`src/rtl/nvs_pkg.sv`:
```
package nvs_pkg;
   typedef enum logic [2:0] {
      ST_IDLE,
      ST_HWDLY,
      ST_HOLD,
      ST_STORE,
      ST_PULSE,
      ST_LOCK,
      ST_RECALL
   } nvs_state_e;
endpackage

```
`src/rtl/nvs_dirty_latch.sv`:
```
module nvs_dirty_latch (
   input  logic clk,
   input  logic rst_n,
   input  logic set_i,
   input  logic clr_i,
   output logic dirty_o
);
   always_ff @(posedge clk or negedge rst_n) begin
      if (!rst_n)     dirty_o <= 1'b0;
      else if (clr_i) dirty_o <= 1'b0;
      else if (set_i) dirty_o <= 1'b1;
   end
endmodule

```
`src/rtl/nvs_access_gate.sv`:
```
module nvs_access_gate (
   input  logic clk,
   input  logic rst_n,
   input  logic open_i,      // accesses freely allowed
   input  logic grace_i,     // in-flight writes may continue
   input  logic rd_req,
   input  logic wr_req,
   output logic rd_en,
   output logic wr_en
);
   logic inflight_q;

   assign rd_en = rd_req && open_i;
   assign wr_en = wr_req && (open_i || (grace_i && inflight_q));

   always_ff @(posedge clk or negedge rst_n) begin
      if (!rst_n) inflight_q <= 1'b0;
      else        inflight_q <= wr_en && grace_i;
   end
endmodule

```
`src/rtl/nvs_pin_ctrl.sv`:
```
module nvs_pin_ctrl
   import nvs_pkg::*;
#(
   parameter int CW = 4
) (
   input  nvs_state_e    state_i,
   input  logic [CW-1:0] cnt_i,
   input  logic [CW-1:0] recall_first_i,
   output logic          drive_low_o,
   output logic          drive_high_o,
   output logic          store_req_o,
   output logic          recall_clear_o,
   output logic          recall_load_o
);
   assign store_req_o    = (state_i == ST_STORE);
   assign drive_low_o    = (state_i == ST_STORE) || (state_i == ST_RECALL);
   assign drive_high_o   = (state_i == ST_PULSE);
   assign recall_clear_o = (state_i == ST_RECALL) && (cnt_i == recall_first_i);
   assign recall_load_o  = (state_i == ST_RECALL) && (cnt_i == '0);
endmodule

```
`src/rtl/nv_shadow_seq.sv`:
```
module nv_shadow_seq
   import nvs_pkg::*;
#(
   parameter int DELAY_CYC  = 4,
   parameter int STORE_CYC  = 8,
   parameter int PULSE_CYC  = 2,
   parameter int LOCK_CYC   = 3,
   parameter int RECALL_CYC = 6
) (
   input  logic clk,
   input  logic rst_n,
   input  logic pwr_good,
   input  logic pin_in,
   input  logic sw_store,
   input  logic sw_recall,
   input  logic rd_req,
   input  logic wr_req,
   output logic rd_en,
   output logic wr_en,
   output logic busy_drive_low,
   output logic busy_drive_high,
   output logic store_req,
   output logic recall_clear,
   output logic recall_load
);
   localparam int M1   = (DELAY_CYC > STORE_CYC) ? DELAY_CYC : STORE_CYC;
   localparam int M2   = (PULSE_CYC > LOCK_CYC) ? PULSE_CYC : LOCK_CYC;
   localparam int M3   = (M1 > M2) ? M1 : M2;
   localparam int MAXC = (M3 > RECALL_CYC) ? M3 : RECALL_CYC;
   localparam int CW   = (MAXC < 2) ? 1 : $clog2(MAXC);
   localparam logic [CW-1:0] DLY_L = CW'(DELAY_CYC - 1);
   localparam logic [CW-1:0] STO_L = CW'(STORE_CYC - 1);
   localparam logic [CW-1:0] PUL_L = CW'(PULSE_CYC - 1);
   localparam logic [CW-1:0] LCK_L = CW'(LOCK_CYC - 1);
   localparam logic [CW-1:0] RCL_L = CW'(RECALL_CYC - 1);

   generate
      if (DELAY_CYC < 1 || STORE_CYC < 1 || PULSE_CYC < 1 ||
          LOCK_CYC < 1 || RECALL_CYC < 1) begin : g_bad_len
         $error("nv_shadow_seq: every duration must be at least one cycle");
      end
   endgenerate

   nvs_state_e    state_q, state_d;
   logic [CW-1:0] cnt_q, cnt_d;
   logic          pg_q, pg_rise, dirty_q, dirty_clr, open_w, grace_w, last_w;

   assign pg_rise   = pwr_good && !pg_q;
   assign last_w    = (cnt_q == '0);
   assign open_w    = (state_q == ST_IDLE) && pwr_good && pg_q && pin_in;
   assign grace_w   = pwr_good && ((state_q == ST_IDLE) || (state_q == ST_HWDLY));
   assign dirty_clr = last_w && ((state_q == ST_STORE) || (state_q == ST_RECALL));

   always_comb begin
      state_d = state_q;
      cnt_d   = last_w ? cnt_q : cnt_q - 1'b1;
      unique case (state_q)
         ST_IDLE: begin
            if (pg_rise) begin
               state_d = ST_RECALL; cnt_d = RCL_L;
            end else if (pg_q && !pin_in) begin
               state_d = ST_HWDLY;  cnt_d = DLY_L;
            end else if (pg_q && sw_recall) begin
               state_d = ST_RECALL; cnt_d = RCL_L;
            end else if (pg_q && sw_store && dirty_q) begin
               state_d = ST_STORE;  cnt_d = STO_L;
            end
         end
         ST_HWDLY: if (last_w) begin
            if (dirty_q || wr_en) begin
               state_d = ST_STORE; cnt_d = STO_L;
            end else begin
               state_d = ST_HOLD;
            end
         end
         ST_HOLD:   if (pin_in) state_d = ST_IDLE;
         ST_STORE:  if (last_w) begin state_d = ST_PULSE; cnt_d = PUL_L; end
         ST_PULSE:  if (last_w) begin state_d = ST_LOCK;  cnt_d = LCK_L; end
         ST_LOCK:   if (last_w) state_d = ST_IDLE;
         ST_RECALL: if (last_w) state_d = ST_IDLE;
         default:   state_d = ST_IDLE;
      endcase
      if (!pwr_good) begin
         state_d = ST_IDLE;
         cnt_d   = '0;
      end
   end

   always_ff @(posedge clk or negedge rst_n) begin
      if (!rst_n) begin
         state_q <= ST_IDLE;
         cnt_q   <= '0;
         pg_q    <= 1'b0;
      end else begin
         state_q <= state_d;
         cnt_q   <= cnt_d;
         pg_q    <= pwr_good;
      end
   end

   nvs_dirty_latch i_dirty (
      .clk(clk), .rst_n(rst_n), .set_i(wr_en), .clr_i(dirty_clr), .dirty_o(dirty_q)
   );

   nvs_access_gate i_gate (
      .clk(clk), .rst_n(rst_n), .open_i(open_w), .grace_i(grace_w),
      .rd_req(rd_req), .wr_req(wr_req), .rd_en(rd_en), .wr_en(wr_en)
   );

   nvs_pin_ctrl #(.CW(CW)) i_pin (
      .state_i(state_q), .cnt_i(cnt_q), .recall_first_i(RCL_L),
      .drive_low_o(busy_drive_low), .drive_high_o(busy_drive_high),
      .store_req_o(store_req), .recall_clear_o(recall_clear),
      .recall_load_o(recall_load)
   );
endmodule

```
`config.mk`:
```
export PLATFORM = sky130hd
export DESIGN_NAME = nv_shadow_seq
export DESIGN_NICKNAME = d
export VERILOG_FILES = /design/src/rtl/nvs_pkg.sv /design/src/rtl/nvs_dirty_latch.sv /design/src/rtl/nvs_access_gate.sv /design/src/rtl/nvs_pin_ctrl.sv /design/src/rtl/nv_shadow_seq.sv
export SDC_FILE = /design/constraint.sdc
export NUM_CORES = 1
export LEC_CHECK = 0
export ABC_CLOCK_PERIOD_IN_PS = 3300
export CAP_MARGIN = 25
export CORE_MARGIN = 5
export CORE_UTILIZATION = 44
export DETAILED_ROUTE_END_ITERATION = 8
export DONT_BUFFER_PORTS = 1
export HOLD_SLACK_MARGIN = 0.12
export PLACE_DENSITY_LB_ADDON = 0.3
export SYNTH_ARGS = -nofsm -noshare
export SYNTH_HDL_FRONTEND = slang
export SYNTH_HIERARCHICAL = 1
export SYNTH_SLANG_ARGS = --single-unit
```
`constraint.sdc`:
```
create_clock -name clk -period 3.3 [get_ports clk]
set_input_delay 0.165 -clock clk [delete_from_list [all_inputs] [get_ports clk]]
set_output_delay 0.165 -clock clk [all_outputs]
set_load 0.01 [all_outputs]
```
---- Word-level counts from Yosys, hierarchy flattened ----
Cells that the tools add are included.
cells by class
  eq/ne operators ......................... 13
  add/sub/neg operators ................... 1
  multiplexer cells ....................... 25
  reduce and logical (&&, ||, !) cells .... 27
operators by type and width
  cell                                                                      count
  3-bit two-way mux                                                         20
  3-bit case mux with 6 select lines                                        1
  1-bit logical AND                                                         16
  3-bit equality test (second input constant)                               4
  3-bit case mux with 4 select lines                                        1
  3-bit by 2-bit inequality test with 1-bit output (second input constant)  3
  3-bit by 2-bit equality test with 1-bit output (second input constant)    2
  3-bit zero test                                                           2
  3-bit inequality test (second input constant)                             2
  6-bit by 3-bit inequality test with 1-bit output (second input constant)  1
  6-bit AND reduction                                                       1
  1-bit logical OR                                                          4
  3-bit by 1-bit equality test with 1-bit output (second input constant)    1
  1-bit two-way mux                                                         3
  3-bit by 1-bit subtractor with 3-bit output (second input constant)       1
  1-bit zero test                                                           2
  2-bit nonzero test                                                        1
  2-bit OR reduction                                                        1
word-level totals
  flip-flop bits (word level) ............. 9
  logic and storage cells ................. 71
  output and inout port bits .............. 7
  input bits .............................. 8

---- Depth between registers and ports, before layout ----
Gate-level depths: netlist of the first run.
  depth in word-level cells ............... 11
  mapped depth ............................ 9
  mapped depth without buffers ............ 8

---- Cells and area by module ----
Netlist of the first run, hierarchy kept.
modules (own cells, without submodules)
  module           area an instance (um^2)  seq. area each (um^2)  times used  cells an instance
  nv_shadow_seq    737.0                    175.2                  1           86
  nvs_pin_ctrl     78.8                     0.0                    1           10
  nvs_access_gate  53.8                     25.0                   1           5
  nvs_dirty_latch  35.0                     25.0                   1           2

---- Least setup slack after synthesis of the first run ----
OpenSTA, ideal clock, no wires.
  path kind ............................... register to register
  start point ............................. register state_q[1]
  end point ............................... register cnt_q[2]
  setup slack ............................. 1.317 ns
  data arrival time ....................... 1.887 ns
  stages on the path, launching flop included .. 10
  clock period less this slack ............ 1.983 ns
  buffers on the path ..................... 1
  cell sequence ........................... dfrtp_1 -> buf_6 -> nor3_4 -> and4_1 -> a21oi_1 -> nor2b_1 -> nor2_1 -> nor2b_1 -> a311oi_1 -> o31ai_1
on the way
  cells in the longest elaborated chain, start to end .. 11
  elaborated cells between the ends (all ways) .. 17
  classes of those cells .................. eq/ne (3); mux (4); reduce/logical (10)
ends and longest elaborated chain
  element                             line                   source
  from (decl)                         nv_shadow_seq.sv:44    nvs_state_e state_q, state_d;
  from (signal assigned)              nv_shadow_seq.sv:95    state_q <= state_d;
  3-bit zero test                     nv_shadow_seq.sv:50    assign open_w = (state_q == ST_IDLE) && pwr_good && pg_q && pin_in;
  1-bit logical AND (3 in a row)      nv_shadow_seq.sv:50
  named net open_w                    nv_shadow_seq.sv:46    logic pg_q, pg_rise, dirty_q, dirty_clr, open_w, grace_w, last_w;
  1-bit logical OR                    nvs_access_gate.sv:14  assign wr_en = wr_req && (open_i || (grace_i && inflight_q));
  1-bit logical AND                   nvs_access_gate.sv:14
  named net wr_en                     nv_shadow_seq.sv:19    output logic wr_en,
  1-bit logical OR                    nv_shadow_seq.sv:70    if (dirty_q || wr_en) begin
  3-bit two-way mux                   nv_shadow_seq.sv:70
  3-bit two-way mux                   nv_shadow_seq.sv:69    ST_HWDLY: if (last_w) begin
  3-bit case mux with 4 select lines  nv_shadow_seq.sv:57    unique case (state_q)
  3-bit two-way mux                   nv_shadow_seq.sv:83    if (!pwr_good) begin
  named net cnt_d[2]                  nv_shadow_seq.sv:45    logic [CW-1:0] cnt_q, cnt_d;
  to (signal assigned)                nv_shadow_seq.sv:96    cnt_q <= cnt_d;
  to (decl)                           nv_shadow_seq.sv:45
The timed path passes the listed nets, and every way through them passes these cells.
A chain may end at the register's enable or synchronous reset.

---- Final worst setup path of the first run ----
  start point ............................. register state_q[2]
  end point ............................... register cnt_q[2]
Same word-level chain as after synthesis.

==> results of run 1 <==
placed cells by master, fill, tap and decap left out, drive strengths merged, types with 2 or more instances in the layout:
cell / synthesis / routed
nand2: 12 / 12
and2: 3 / 3
o21ai: 5 / 5
o31ai: 2 / 2
mux2i: 2 / 2
a22oi: 3 / 3
nor4: 2 / 2
a311oi: 2 / 2
nand2b: 2 / 2
conb: 2 / 3
xor2: 4 / 4
nor3: 3 / 3
nor3b: 2 / 2
a21oi: 7 / 7
inv: 3 / 3
clkinv: 1 / 2
ha: 2 / 2
nor2: 5 / 5
dlygate4sd3: 0 / 3
nand3: 2 / 2
dfrtp: 9 / 9
nor2b: 6 / 6
clkbuf: 0 / 3
per-stage QoR:
stage / std cells / power, uW
2_1_floorplan: 104 / 713
3_3_place_gp: 126 / 762
3_5_place_dp: 126 / 769
4_1_cts: 133 / 874
5_1_grt: 133 / 940
6_report: 133 / 868
final timing paths:
kind / start / end / cells past startpoint / slack, ns
min in group asynchronous: rst_n / i_gate/inflight_q$_DFF_PN0_ / 1 / 0.27
hold / removal: pwr_good / cnt_q[0]$_DFF_PN0_ / 2 / 0.15
max in group asynchronous: rst_n / state_q[0]$_DFFE_PN0P_ / 1 / 2.71
hold reg to reg: i_gate/inflight_q$_DFF_PN0_ / i_gate/inflight_q$_DFF_PN0_ / 1 / 0.51
setup / recovery: state_q[2]$_DFFE_PN0P_ / cnt_q[2]$_DFF_PN0_ / 8 / 0.98
setup reg to reg: state_q[2]$_DFFE_PN0P_ / cnt_q[2]$_DFF_PN0_ / 8 / 0.98
logic make-up after synthesis:
group                      synth area share
AOI/OAI and AO/OA                     0.234
xor gates and xnor gates             0.0484
adders and majority gates            0.0277
buffers and inverters                0.0774
DFF                                   0.249
muxes                                0.0429
other                               0.00830
and+or+nand+nor                       0.313
worst register-to-register path: stages, from the launching register on:
cell and delay [ns]:
dfrtp_1 0.62, nor3_4 0.31, and4_1 0.26, a21oi_1 0.05
nor2b_1 0.34, nor2_1 0.12, nor2b_1 0.17, a311oi_1 0.11
o31ai_1 0.25
metal layers:
layer | track usage | share of wire | vias to the layer above
li1 | - | - | 378
met1 | 0.175 | 0.42 | 369
met2 | 0.209 | 0.47 | 36
met3 | 0.0793 | 0.091 | 9
met4 | 0.0625 | 0.024 | 0
met5 | 0 | 0 | -
power groups by stage:
| stage | combinational, uW | clock [uW] | sequential (uW) |
|---|---|---|---|
| after CTS | 511 | 96.3 | 266 |
| after global placement | 499 | 0 | 264 |
| after detailed placement | 501 | 0 | 268 |
| after global routing | 564 | 98.6 | 278 |
| final | 512 | 90.7 | 266 |
| after floorplan | 509 | 0 | 204 |
sequential cells by signal (all words and copies together), names as in the netlist:
name,count
state_q,3
pg_q,1
i_gate/inflight_q,1
i_dirty/dirty_o,1
cnt_q,3
final cells by class:
cell class,count,area (um^2)
Clock buffer,3,22.5
Clock inverter,1,5.00
Fill cell,197,1010
Inverter,4,20.0
Multi-Input combinational cell,86,613
Sequential cell,9,225
Tap cell,27,33.8
Timing Repair Buffer,3,30.0
==> flow_summary.ini, run 1 <==
[status]
status = completed

[pwr]
swShare = 0.500
leakagePower_uw = 0.000408
p_clk_frac = 0.104
p_sw_uw = 435
comb_power_share = 0.589
pwr-share-seq = 0.307
pwr_density_cell_mw_per_mm2 = 915
internal_power_uw = 434
ir_worst_vdd_mv = 0.539

[cts]
htree_levels = 1
cts-root-buf = clkbuf_4
cts_tree = built
cts_setup_buffers = 0
clk_latency_ns = 0.28
path_clk_slew_ns = 0.07
cts_sinks = 9
cts_resized = 0
numCtsBuffers = 3
clock_path_buffers = 2
ctsHoldBuffers = 3

[worst_setup_path]
cp_slowest_cell = dfrtp_1
cp.arrival_ns = 2.50
critPathLaunchType = flip-flop
crit_top_cell = nor2b_1
crit_required_ns = 3.48
timing_worst_setup_path_type = flip-flop to flip-flop
cp-end-kind = flip-flop
path_delay_family = simple AND/OR/NAND/NOR gates
max_stage_delay_ns = 0.62
cp_max_fo = 18
critPathBufInv = 0
path_cells = nor3_4 > and4_1 > a21oi_1 > nor2b_1 > nor2_1 > nor2b_1 > a311oi_1 > o31ai_1

[placed_design]
place_ws_ns = 0.987
dpl_cell_area_um2 = 892
place.gp.congestion = 0.893
hpwlAfterDp_mm = 1.56
port_buffers = 0

[layout]
nets = 117
area_growth_pct = 4.98
postLayoutCoreUtil = 0.484
stdcell_area_um2 = 950
drive_gt1_frac = 0.160
antenna_cells = 0

[global_routing]
grt_pass1_vias = 786
grt_pass1_wl_mm = 3.58
antenna_found_initial = 0
overflow = 0
grt_max_degree = 19
track_usage = 0.145

[sta]
rsz0062_at_grt = false
min_period_over_period = 0.702
slew_headroom = 0.557
min_period_ns = 2.32
finClkSkew_ns = 0.00642
fin_ws_ns = 0.982
finalHoldViolations = 0
fin_hold_ws_ns = 0.146
max_freq_mhz = 431
tightest_slew_ns = 0.664
finalSetupTns_ns = 0
setup_viol = 0
drv_slew = 0

[synthesis]
synth-edff-count = 0
ys_async_sr_fraction = 1.00
synth_cell_type_count = 50
netlist_top_cells_count = nand2_1, dfrtp_1, a21oi_1, nor2b_1, nor2_1
netlist_instances = 103
ys_seq_area_frac = 0.249
synth_area_leaders = dfrtp_1, buf_6, nand2_1, nor2b_1, a21oi_1
synth_top_cell_area_share = 0.249
ys_ff_latch = 9
synth.cell_area_um2 = 905
synth_top_area_cell = dfrtp_1
syn_area_per_cell_um2 = 8.78
ys.flop_type = dfrtp_1
yosysMostFrequentCell = nand2_1
synth_warnings = 6

[routing]
route.detailed.drc = 0
route.antenna.remaining_nets = 0
drt-pass1-iter-count = 4
routed_wl_mm = 2.10
detail_route.vias_per_cell = 5.95
drt_iter0_markers = 26
avgRoutedWirePerCell_um = 15.8
vias = 792

[die]
die-area_mm2 = 0.00306
coreArea_mm2 = 0.00196
start_util = 0.461
io_pins = 15
rows = 16
dieHeight_um = 55.3
fp.dieW_um = 55.3

[worst_hold_path]
worstHoldPathType = input port to flip-flop

[run]
maxCapViolCount = 0
Power figures use the tool's default switching activity.
==> run 2: changes to the inputs <==
ABC_CLOCK_PERIOD_IN_PS = 2400   (was 3300)
clock period = 2.4 ns   (was 3.3 ns; I/O delays follow)
==> run 2 against run 1 <==
Clock power up 35%. Non-clock buffer count is 4 higher. Cell count up 3.0%. Register-to-register slack got worse by 0.57 ns. First-iteration DRC count increased by 12%. Count of clock-buffer cells in the layout is 1 higher. Via count grew 1.4%. Power grew 41%. Core utilization increased by 1.5 points. Largest power group unchanged. Highest routed layer unchanged.
==> flow_summary.ini, run 2 (same netlist as run 1, synthesis figures left out) <==
[layout]
seqCellArea_um2 = 225
fillers = 217
layout_common_cells = nand2_1, dfrtp_1, a21oi_1, nor2b_1, nor2_1
area_growth_pct = 8.16
stdcell_count = 137
largestRegisters = cnt_q: 3 flops, state_q: 3 flops
drive_gt1_frac = 0.182
multi_input_area_um2 = 613
layout_commonest_cell = nand2_1
antenna_cells = 0
nets = 121

[die]
die-area_mm2 = 0.00306
coreArea_mm2 = 0.00196
io_pins = 15
dieHeight_um = 55.3
start_util = 0.461
rows = 16
fp.dieW_um = 55.3

[worst_setup_path]
crit_required_ns = 2.58
crit_top_cell = nor2b_1
cp_slowest_cell = dfrtp_1
cp-end-kind = flip-flop
critPathLaunchType = flip-flop
cp_max_fo = 5
path_cells = nor3_4 > and4_1 > a21oi_1 > nor2b_1 > nor2_1 > nor2b_1 > a311oi_1 > o31ai_1
cp.arrival_ns = 2.17
max_stage_delay_ns = 0.41
timing_worst_setup_path_type = flip-flop to flip-flop

[placed_design]
placed_cells = 130
place.gp.congestion = 0.907
hpwlAfterDp_mm = 1.61
port_buffers = 0

[pwr]
pwr_density_cell_mw_per_mm2 = 1250
internal_power_uw = 627
p_sw_uw = 600
p_clk_frac = 0.099
swShare = 0.489
pwr-share-seq = 0.229
ir_worst_vdd_mv = 0.761
leakagePower_uw = 0.000426
comb_power_share = 0.672

[run]
maxCapViolCount = 0

[cts]
clock_path_buffers = 2
cts_tree = built
htree_levels = 1
cts-root-buf = clkbuf_4
numCtsBuffers = 3
clk_latency_ns = 0.27
path_clk_slew_ns = 0.06
cts_sinks = 9

[sta]
drv_slew = 0
max_freq_mhz = 504
rsz0062_at_grt = false
finClkSkew_ns = 0.00311
min_period_over_period = 0.827
slew_headroom = 0.625
tightest_slew_ns = 0.557
finalHoldViolations = 0
min_period_ns = 1.98
setup_viol = 0
finalSetupTns_ns = 0

[global_routing]
grt_max_degree = 17
antenna_found_initial = 0
grt_pass1_wl_mm = 3.66
track_usage = 0.148
overflow = 0
grt_pass1_vias = 785

[routing]
routed_wl_mm = 2.10
route.detailed.drc = 0
drt-pass1-iter-count = 4
avgRoutedWirePerCell_um = 15.3
drt_iter0_markers = 29
detail_route.vias_per_cell = 5.86
vias = 803
route.antenna.remaining_nets = 0

[worst_hold_path]
worstHoldPathType = input port to flip-flop

[status]
status = completed
==> run 2: cell count changes in the layout (fill, tap and decap cells not counted), sizes merged <==
| cell | previous run | this run |
|---|---|---|
| buf | 0 | 4 |
| clkinv | 2 | 1 |
| clkbuf | 3 | 4 |
==> run 2: power by group through the flow <==
stage / Clock [uW] / Combinational, uW / Sequential, uW
after floorplan: 0 / 699 / 281
after global placement: 0 / 788 / 280
after detailed placement: 0 / 804 / 285
after CTS: 123 / 818 / 281
after global routing: 140 / 916 / 289
final: 122 / 824 / 281
==> run 2: critical path: cells and delay by family, from the launching register on <==
| kind | cells | cell delay [ns] |
|---|---|---|
| flip-flops | 1 | 0.41 |
| AO/OA/AOI/OAI | 3 | 0.42 |
| AND/OR/NAND/NOR | 5 | 1.07 |
==> run 2: final timing paths <==
check	startpoint	to	slack, ns	cells after the start
setup / recovery	state_q[1]$_DFFE_PN0P_	cnt_q[2]$_DFF_PN0_	0.42	8
hold / removal	pwr_good	state_q[0]$_DFFE_PN0P_	0.16	2
setup reg to reg	state_q[1]$_DFFE_PN0P_	cnt_q[2]$_DFF_PN0_	0.42	8
hold reg to reg	i_gate/inflight_q$_DFF_PN0_	i_gate/inflight_q$_DFF_PN0_	0.51	1
max in group asynchronous	rst_n	cnt_q[0]$_DFF_PN0_	1.88	1
min in group asynchronous	rst_n	i_gate/inflight_q$_DFF_PN0_	0.22	1
==> run 2: layout make-up <==
class / count / area share
multi-input combinational: 86 / 0.627
tap: 27 / 0.0345
timing repair buffer: 7 / 0.0614
sequential: 9 / 0.230
clock buffer: 4 / 0.0269
inverter: 4 / 0.0205
==> run 2: per-layer routing <==
metal  track usage  part of all wire
met5             0                 0
met4        0.0590             0.020
met3        0.0420             0.086
met2         0.218              0.46
met1         0.201              0.44
==> run 2: what timing repair did <==
action / CTS / global route
gates resized for setup: 0 / 0
hold buffers: 3 / 0
endpoints found under the hold margin: 17 / 0
setup buffers: 0 / 0
==> run 2: metrics by stage <==
stage	hold slack, ns	area [um^2]	power [uW]	utilization	setup slack, ns
floorplan	-0.176	908	980	-	0.417
global placement	-0.175	922	1070	0.470	0.410
detailed placement	-0.175	922	1090	0.470	0.413
CTS	0.166	978	1220	0.499	0.398
global route	0.160	978	1340	0.499	0.221
finish	0.161	978	1230	0.499	0.415
==> run 3: changes to the inputs <==
ABC_AREA = 1   (was not set)
ABC_CLOCK_PERIOD_IN_PS = 1950   (was 2400)
clock period = 1.95 ns   (was 2.4 ns; I/O delays follow)
==> run 3 against run 2 <==
Clock power increased by 20%. Combinational power increased by 24%. Sequential power increased by 22%. Critical path type unchanged.
==> flow_summary.ini, run 3 <==
[status]
status = completed

[worst_setup_path]
cp-end-kind = flip-flop
timing_worst_setup_path_type = flip-flop to flip-flop
cp_max_fo = 7
path_cells = nor2_1 > inv_1 > nor2_2 > nand2_1 > nand2_1 > nand2_2 > inv_1 > nor2_1 > nand3_1 > nand2_1 > nor2_1 > nor2_1 > a21oi_1
critPathLaunchType = flip-flop
max_stage_delay_ns = 0.46
crit_top_cell = nor2_1
crit_required_ns = 2.13
cp_slowest_cell = dfrtp_2
cp.arrival_ns = 1.89

[synthesis]
ys.flop_type = dfrtp_1
synth-edff-count = 0
synth_cell_type_count = 22
ys_seq_area_frac = 0.233
synth_top_cell_area_share = 0.233
synth_area_leaders = dfrtp_1, nand2_1, inv_1, nand3_1, nor2_1
netlist_instances = 169
synth.cell_area_um2 = 967
ys_async_sr_fraction = 1.00
netlist_top_cells_count = nand2_1, inv_1, nor2_1, nand3_1, dfrtp_1
yosysMostFrequentCell = nand2_1
ys_ff_latch = 9
syn_area_per_cell_um2 = 5.72
synth_top_area_cell = dfrtp_1
synth_warnings = 6

[global_routing]
antenna_found_initial = 0
grt_pass1_vias = 961
grt_max_degree = 10
overflow = 0
grt_pass1_wl_mm = 4.10
track_usage = 0.156

[cts]
clk_latency_ns = 0.27
clock_path_buffers = 2
numCtsBuffers = 3
cts_sinks = 9
cts_tree = built
cts-root-buf = clkbuf_4
htree_levels = 1
path_clk_slew_ns = 0.07

[die]
start_util = 0.450
coreArea_mm2 = 0.00215
dieHeight_um = 56.9
io_pins = 15
die-area_mm2 = 0.00324
fp.dieW_um = 56.9
rows = 17

[sta]
rsz0062_at_grt = false
max_freq_mhz = 588
drv_slew = 0
min_period_over_period = 0.872
finClkSkew_ns = 0.0105
finalHoldViolations = 0
finalSetupTns_ns = 0
min_period_ns = 1.70
setup_viol = 0

[routing]
detail_route.vias_per_cell = 4.96
routed_wl_mm = 2.24
route.antenna.remaining_nets = 0
drt-pass1-iter-count = 5
drt_iter0_markers = 56
route.detailed.drc = 0
vias = 1036
avgRoutedWirePerCell_um = 10.7

[placed_design]
hpwlAfterDp_mm = 1.79
port_buffers = 0
place.gp.congestion = 0.843
dpl_cell_area_mm2 = 0.00102
placed_cells = 201

[layout]
multi_input_area_um2 = 622
layout_commonest_cell = nand2_1
drive_gt1_frac = 0.155
stdcell_area_mm2 = 0.00109
stdcell_count = 209
seqCellArea_um2 = 228
antenna_cells = 0
nets = 192
layout_common_cells = nand2_1, inv_1, nor2_1, nand3_1
area_growth_pct = 12.9
largestRegisters = cnt_q: 3 flops, state_q: 3 flops
fillers = 222

[pwr]
leakagePower_uw = 0.000635
pwr_density_cell_mw_per_mm2 = 1380
ir_worst_vdd_mv = 0.991

[worst_hold_path]
worstHoldPathType = input port to async pin

[run]
maxCapViolCount = 0
run 3: cell count changes in the layout (fill, tap and decap cells not counted), moves of 6 or more:
cell     before  now
inv_1         3   31
nand2_1      10   60
nand3_1       2   15
nor2_1        5   15
nor2b_1       6    0
run 3: layout make-up:
class | count | share of cell area
Inverter | 34 | 0.117
Tap cell | 28 | 0.0321
Clock buffer | 3 | 0.0206
Timing Repair Buffer | 6 | 0.0481
Multi-Input combinational cell | 128 | 0.569
Clock inverter | 1 | 0.00458
Sequential cell | 9 | 0.208
run 3: kinds of logic after synthesis:
| kind of cell | count (synthesis) | synth area share |
|---|---|---|
| compound gates | 14 | 0.0815 |
| xor+xnor | 1 | 0.00906 |
| fa+ha+maj | 2 | 0.0259 |
| buf+inv | 35 | 0.144 |
| flops | 9 | 0.233 |
| other cells | 2 | 0.00776 |
| simple gates | 106 | 0.499 |
run 3: timing repair:
action / in CTS / in global routing
hold endpoints to repair: 17 / 0
setup buffers: 0 / 1
hold buffers: 3 / 0
endpoints found under the setup margin: 0 / 2
resized for setup: 0 / 4
run 3: where the power goes:
| part | switching (uW) | total (uW) | internal [uW] |
|---|---|---|---|
| registers | 90.1 | 342 | 251 |
| logic | 672 | 1020 | 345 |
| clock network | 71.0 | 147 | 75.8 |
| total | 833 | 1510 | 673 |
run 3: critical path, delay by kind of cell (launching register included):
kind / cells / cell delay (ns)
simple gates: 10 / 0.84
compound gates: 1 / 0.12
buf+inv: 2 / 0.18
flops: 1 / 0.46
run 3: stage by stage:
| stage | utilization | hold WS [ns] | power, uW | worst slack, ns |
|---|---|---|---|---|
| floorplan | - | -0.198 | 1110 | 0.342 |
| global placement | 0.474 | -0.198 | 1300 | 0.275 |
| detailed placement | 0.474 | -0.198 | 1300 | 0.226 |
| CTS | 0.500 | 0.203 | 1470 | 0.186 |
| global route | 0.508 | 0.222 | 1680 | 0.00902 |
| finish | 0.508 | 0.196 | 1510 | 0.249 |
run 3: final timing paths:
| kind | slack, ns | from | depth (start not counted) | to |
|---|---|---|---|---|
| setup / recovery | 0.25 | state_q[1]$_DFFE_PN0P_ | 13 | cnt_q[0]$_DFF_PN0_ |
| hold / removal | 0.20 | rst_n | 1 | state_q[0]$_DFFE_PN0P_ |
| setup reg to reg | 0.25 | state_q[1]$_DFFE_PN0P_ | 13 | cnt_q[0]$_DFF_PN0_ |
| hold reg to reg | 0.58 | i_dirty/dirty_o$_DFFE_PN0P_ | 2 | i_dirty/dirty_o$_DFFE_PN0P_ |
| max in group asynchronous | 1.43 | rst_n | 1 | state_q[1]$_DFFE_PN0P_ |
| min in group clk | 0.20 | sw_recall | 4 | state_q[0]$_DFFE_PN0P_ |
run 3: per-layer routing:
layer	vias to the layer above	GRT usage	wire (um)	part of all wire
li1	528	-	-	-
met1	445	0.202	1010	0.45
met2	52	0.246	964	0.43
met3	11	0.0552	209	0.093
met4	0	0.0364	49	0.022
met5	-	0	0	0
